===== src/rtl/srm_pkg.sv =====
package srm_pkg;
  localparam int MODE_W  = 3;
  localparam int FIELD_W = 2;

  typedef enum logic [MODE_W-1:0] {
    M_INIT     = 3'd0,
    M_NORMAL   = 3'd1,
    M_STOP     = 3'd2,
    M_SLEEP    = 3'd3,
    M_RESTART  = 3'd4,
    M_FAILSAFE = 3'd5
  } mode_e;

  localparam logic [FIELD_W-1:0] F_NORMAL = 2'b00;
  localparam logic [FIELD_W-1:0] F_SLEEP  = 2'b01;
  localparam logic [FIELD_W-1:0] F_STOP   = 2'b10;
  localparam logic [FIELD_W-1:0] F_SOFTRST = 2'b11;
endpackage


===== src/rtl/srm_cmd_decode.sv =====
module srm_cmd_decode
  import srm_pkg::*;
(
  input  logic               wr_en,
  input  logic [FIELD_W-1:0] wr_field,
  input  mode_e              mode_q,
  output logic               soft_ok,
  output logic               set_ok,
  output mode_e              set_target
);
  logic soft_allowed;
  logic set_allowed;

  always_comb begin
    soft_allowed = (mode_q == M_NORMAL) || (mode_q == M_STOP);
    set_allowed  = (mode_q == M_INIT) || (mode_q == M_NORMAL) ||
                   (mode_q == M_STOP) || (mode_q == M_RESTART);
    soft_ok    = wr_en && (wr_field == F_SOFTRST) && soft_allowed;
    set_ok     = wr_en && (wr_field != F_SOFTRST) && set_allowed;
    unique case (wr_field)
      F_NORMAL: set_target = M_NORMAL;
      F_STOP:   set_target = M_STOP;
      F_SLEEP:  set_target = M_SLEEP;
      default:  set_target = M_INIT;
    endcase
  end
endmodule


===== src/rtl/srm_mode_fsm.sv =====
module srm_mode_fsm
  import srm_pkg::*;
(
  input  logic               clk,
  input  logic               rst_n,
  input  logic               hw_fault,
  input  logic               wake,
  input  logic               soft_ok,
  input  logic               set_ok,
  input  mode_e              set_target,
  input  logic               wr_en,
  input  logic [FIELD_W-1:0] wr_field,
  output mode_e              mode_q
);
  mode_e mode_d;
  logic  wake_ok;

  always_comb begin
    wake_ok = wake && ((mode_q == M_SLEEP) || (mode_q == M_FAILSAFE));
    mode_d  = mode_q;
    if (hw_fault)     mode_d = M_FAILSAFE;
    else if (wake_ok) mode_d = M_RESTART;
    else if (soft_ok) mode_d = M_INIT;
    else if (set_ok)  mode_d = set_target;
  end

  always_ff @(posedge clk or negedge rst_n) begin
    if (!rst_n) mode_q <= M_INIT;
    else        mode_q <= mode_d;
  end

  // accepted soft reset lands in Init
  p_softrst_init_r2: assert property (@(posedge clk) disable iff (!rst_n)
    (wr_en && wr_field == F_SOFTRST && !hw_fault &&
     (mode_q == M_NORMAL || mode_q == M_STOP)) |=> (mode_q == M_INIT));

  // soft reset elsewhere leaves mode alone
  p_softrst_ignored_r3: assert property (@(posedge clk) disable iff (!rst_n)
    (wr_en && wr_field == F_SOFTRST && !hw_fault && !wake &&
     mode_q != M_NORMAL && mode_q != M_STOP) |=> $stable(mode_q));

  // fault wins
  p_fault_prio_r7: assert property (@(posedge clk) disable iff (!rst_n)
    hw_fault |=> (mode_q == M_FAILSAFE));

  // wake out of Sleep or Fail-Safe
  p_wake_restart_r8: assert property (@(posedge clk) disable iff (!rst_n)
    (wake && !hw_fault && (mode_q == M_SLEEP || mode_q == M_FAILSAFE))
      |=> (mode_q == M_RESTART));
endmodule


===== src/rtl/srm_default_pulse.sv =====
module srm_default_pulse (
  input  logic clk,
  input  logic rst_n,
  input  logic soft_ok,
  input  logic hw_fault,
  output logic pulse_q
);
  always_ff @(posedge clk or negedge rst_n) begin
    if (!rst_n) pulse_q <= 1'b0;
    else        pulse_q <= soft_ok && !hw_fault;
  end

  // the pulse never lasts two cycles
  p_pulse_single_r4: assert property (@(posedge clk) disable iff (!rst_n)
    pulse_q |=> !pulse_q);
endmodule


===== src/rtl/srm_mode_ctrl.sv =====
module srm_mode_ctrl
  import srm_pkg::*;
(
  input  logic               clk,
  input  logic               rst_n,
  input  logic               wr_en_i,
  input  logic [FIELD_W-1:0] wr_field_i,
  input  logic               hw_fault_i,
  input  logic               wake_i,
  output logic [MODE_W-1:0]  mode_o,
  output logic               cfg_default_o,
  output logic               reset_req_o
);
  mode_e mode_q;
  mode_e set_target;
  logic  soft_ok;
  logic  set_ok;

  srm_cmd_decode u_dec (
    .wr_en      (wr_en_i),
    .wr_field   (wr_field_i),
    .mode_q     (mode_q),
    .soft_ok    (soft_ok),
    .set_ok     (set_ok),
    .set_target (set_target)
  );

  srm_mode_fsm u_fsm (
    .clk        (clk),
    .rst_n      (rst_n),
    .hw_fault   (hw_fault_i),
    .wake       (wake_i),
    .soft_ok    (soft_ok),
    .set_ok     (set_ok),
    .set_target (set_target),
    .wr_en      (wr_en_i),
    .wr_field   (wr_field_i),
    .mode_q     (mode_q)
  );

  srm_default_pulse u_pulse (
    .clk      (clk),
    .rst_n    (rst_n),
    .soft_ok  (soft_ok),
    .hw_fault (hw_fault_i),
    .pulse_q  (cfg_default_o)
  );

  assign mode_o      = mode_q;
  assign reset_req_o = (mode_q == M_RESTART);

  // soft reset never comes with a reset request
  p_no_reset_on_soft_r5: assert property (@(posedge clk) disable iff (!rst_n)
    cfg_default_o |-> !reset_req_o);

  // pulse coincides with arrival in Init
  p_pulse_in_init_r4: assert property (@(posedge clk) disable iff (!rst_n)
    cfg_default_o |-> (mode_o == M_INIT));
endmodule


===== config.mk =====
export PLATFORM = sky130hd
export DESIGN_NAME = srm_mode_ctrl
export DESIGN_NICKNAME = d
export VERILOG_FILES = /design/src/rtl/srm_pkg.sv /design/src/rtl/srm_cmd_decode.sv /design/src/rtl/srm_mode_fsm.sv /design/src/rtl/srm_default_pulse.sv /design/src/rtl/srm_mode_ctrl.sv
export SDC_FILE = /design/constraint.sdc
export NUM_CORES = 1
export LEC_CHECK = 0
export BUFFER_PORTS_ARGS = -buffer_cell sky130_fd_sc_hd__clkbuf_2
export CORE_AREA = 2 2 39 41
export CTS_CLUSTER_DIAMETER = 100
export DETAILED_ROUTE_END_ITERATION = 16
export DIE_AREA = 0 0 41 43
export PLACE_DENSITY_LB_ADDON = 0.05
export RECOVER_POWER = 50
export SLEW_MARGIN = 20
export SYNTH_ARGS = -nofsm -noshare
export SYNTH_HDL_FRONTEND = slang
export SYNTH_SLANG_ARGS = --single-unit

===== constraint.sdc =====
create_clock -name clk -period 1.21 [get_ports clk]
set_clock_uncertainty 0.1 [all_clocks]
set_input_delay 0.242 -clock clk [delete_from_list [all_inputs] [get_ports clk]]
set_output_delay 0.242 -clock clk [all_outputs]
set_load 0.005 [all_outputs]

==> impl_metrics.ini <==
[status]
status = complete, but fails checks
violations = negative setup slack

[sta]
slew_viol_final = 0
rsz0062_at_grt = yes
maxSlewHeadroom_pct = 82.6
totalNegativeSetupSlack_ns = -0.401
setup_slack_ns = -0.126
worstMarginPinSlew_ns = 0.261
post-route-min-period_ns = 1.34
max_freq_mhz = 748
setup_viol = 7
finalHoldViolations = 0
period_share_pct = 110

[final_layout]
finalCoreUtilization_pct = 45.1
syn2layout_area_growth_pct = 90.5
layout-drive-gt1-share_pct = 62.9
fin_nets = 74
mostFrequentLayoutCells = clkbuf_2, buf_4, buf_6
diodes = 0
instances_no_fill = 78
layout_commonest_cell = clkbuf_2

[pwr]
switching_share_pct = 29.5
power_switching_w = 0.000161
p_comb_share_pct = 40.4
leakage_nw = 0.281
clkPwrFrac_pct = 30.8
power_frac_seq_pct = 28.8
vdd_drop_max_v = 0.000328
power.total_w = 0.000547
internal-power_w = 0.000385
power_density_nw_per_um2 = 876

[worst_setup_path]
crit_path_end_kind = flop
crit_path_start = u_fsm.mode_q[1]$_DFFE_PN0P_
worstPathRequired_ns = 1.23
cp-endpoint = u_fsm.mode_q[2]$_DFFE_PN0P_
crit_path_cell_trace = buf_12 > or3b_4 > a21oi_2 > o21ai_1
cp_top_family = flip-flops
r2r-end = u_fsm.mode_q[2]$_DFFE_PN0P_
slowest_stage = dfrtp_2
cp_num_buf_inv = 1
crit_arrival_ns = 1.36
path_class = reg2reg
cp_max_fo = 5
reg2reg_depth = 4
r2r_start = u_fsm.mode_q[1]$_DFFE_PN0P_
worstSetupPathDepth = 4
rrSetupSlack_ns = -0.13
critPathLaunchType = flop
cpPeakStageDelay_ns = 0.43

[floorplanning]
die-area_um2 = 1760
rows = 14
die_w_um = 41
core_um2 = 1380
die_y_um = 43
start_util_pct = 23.7
io_pins = 12

[route]
vias = 385
drtIter0Drc = 4
dr.pass1.iters = 4
drc = 0
via_per_inst = 4.94
ant_nets = 0
wirelength_um = 959
wl_per_cell_um = 12.3

[placement]
place_congestion = 0.754
dp.cells = 67
post-place-ws_ns = -0.303
portBuffers = 11
dp_hpwl_um = 626

[synthesis]
synth.avg_cell_area_um2 = 8.86
synth_warnings = 0
synth_cells = 37
ys_seq_area_share_pct = 30.5
synth_cell_type_count = 21
synth_seq_cells = 4
syn-cell-area_um2 = 328
synth_fp_nets = 47

[clocking]
clock-root-buffer = clkbuf_4
clock_latency_ns = 0.24
cts_buffers = 3
clockBufferDepth = 2
clkTransAtPathRegs_ns = 0.04
clock-sinks = 4
cts_htree_levels = 1
tritoncts = built

[grt]
grt_pass1_vias = 371
antenna_found_initial = 0
grt_max_degree = 10
grtUsageTotal_pct = 12.3
grt_overflow = 0
grt_pass1_wl_um = 1450

[job]
maxCapViolations = 0

[hold_path]
hold_path_depth = 2
hp-class = in2reg
## area by class of cell
class	count	area [µm²]
clock buffers	3	22.5
fillers	139	759
inverters	4	27.5
multi-input cells	26	231
flip-flops and latches	4	104
well taps	16	20.0
repair buffers	25	219
## per-layer routing
metal	vias up	GRT usage, %	wire length, µm
li1	184	-	-
met1	175	12.9	337
met2	22	20.9	513
met3	4	1.57	73
met4	0	8.00	34
met5	-	0	0
## sequential cells by signal, indices dropped and copies added (netlist names)
signal and cells:
u_fsm.mode_q 3, u_pulse.pulse_q 1
## cells by family after synthesis
kind of cell,after synthesis,synth area share (%)
flip-flops,4,30.5
AO/OA/AOI/OAI,11,23.3
XOR/XNOR,1,2.67
adder cells (fa/ha/maj),3,11.5
AND/OR/NAND/NOR,10,17.9
multiplexers,1,3.05
buffers and inverters,7,11.1
## power groups by stage
stage | combinational [W] | clock (W) | sequential [W]
3_3_place_gp | 0.000127 | 0 | 0.000170
2_1_floorplan | 0.0000874 | 0 | 0.000152
3_5_place_dp | 0.000129 | 0 | 0.000170
6_report | 0.000221 | 0.000168 | 0.000158
5_1_grt | 0.000241 | 0.000188 | 0.000159
4_1_cts | 0.000181 | 0.000171 | 0.000157
## how the worst min path moves through the flow
| stage | startpoint | to | slack [ns] |
|---|---|---|---|
| after floorplan | rst_n | u_fsm.mode_q[0]$_DFFE_PN0P_ | -0.15 |
| after global routing | hw_fault_i | u_pulse.pulse_q$_DFF_PN0_ | 0.11 |
| after global placement | rst_n | u_fsm.mode_q[1]$_DFFE_PN0P_ | -0.05 |
| after CTS | hw_fault_i | u_fsm.mode_q[1]$_DFFE_PN0P_ | 0.11 |
| after detailed placement | rst_n | u_pulse.pulse_q$_DFF_PN0_ | -0.05 |
| final | hw_fault_i | u_pulse.pulse_q$_DFF_PN0_ | 0.12 |
## cells in the mapped netlist
cell type | instances | area share, %
inv_1 | 4 | 4.6
dfrtp_1 | 4 | 31
o21ai_0 | 1 | 1.5
a2111oi_2 | 1 | 4.6
nand2_1 | 3 | 3.4
o221ai_1 | 1 | 2.7
o21ai_1 | 1 | 1.5
mux2i_1 | 1 | 3.1
o2111ai_1 | 1 | 2.7
or3b_1 | 2 | 5.3
ha_1 | 3 | 11
nor2_1 | 1 | 1.1
o211ai_1 | 1 | 2.3
nor3b_1 | 1 | 2.3
nand2b_1 | 2 | 3.8
buf_6 | 1 | 3.4
buf_2 | 2 | 3.1
nor4_1 | 1 | 1.9
a31oi_1 | 1 | 1.9
xnor2_1 | 1 | 2.7
a21oi_1 | 4 | 6.1
## what timing repair did
action	4_1_cts	5_1_grt
setup buffers	4	2
setup endpoints to repair	8	7
pin swaps	2	2
cloned	0	1
endpoints found under the hold margin	4	0
resized for setup	9	7
hold buffers	1	0
## stage by stage
stage	instance area [µm²]	hold WS, ns
3_3_place_gp	455	-0.0523
2_1_floorplan	357	-0.154
3_5_place_dp	455	-0.0500
5_1_grt	624	0.114
6_report	624	0.117
4_1_cts	554	0.113
Power figures use the tool's default switching activity.
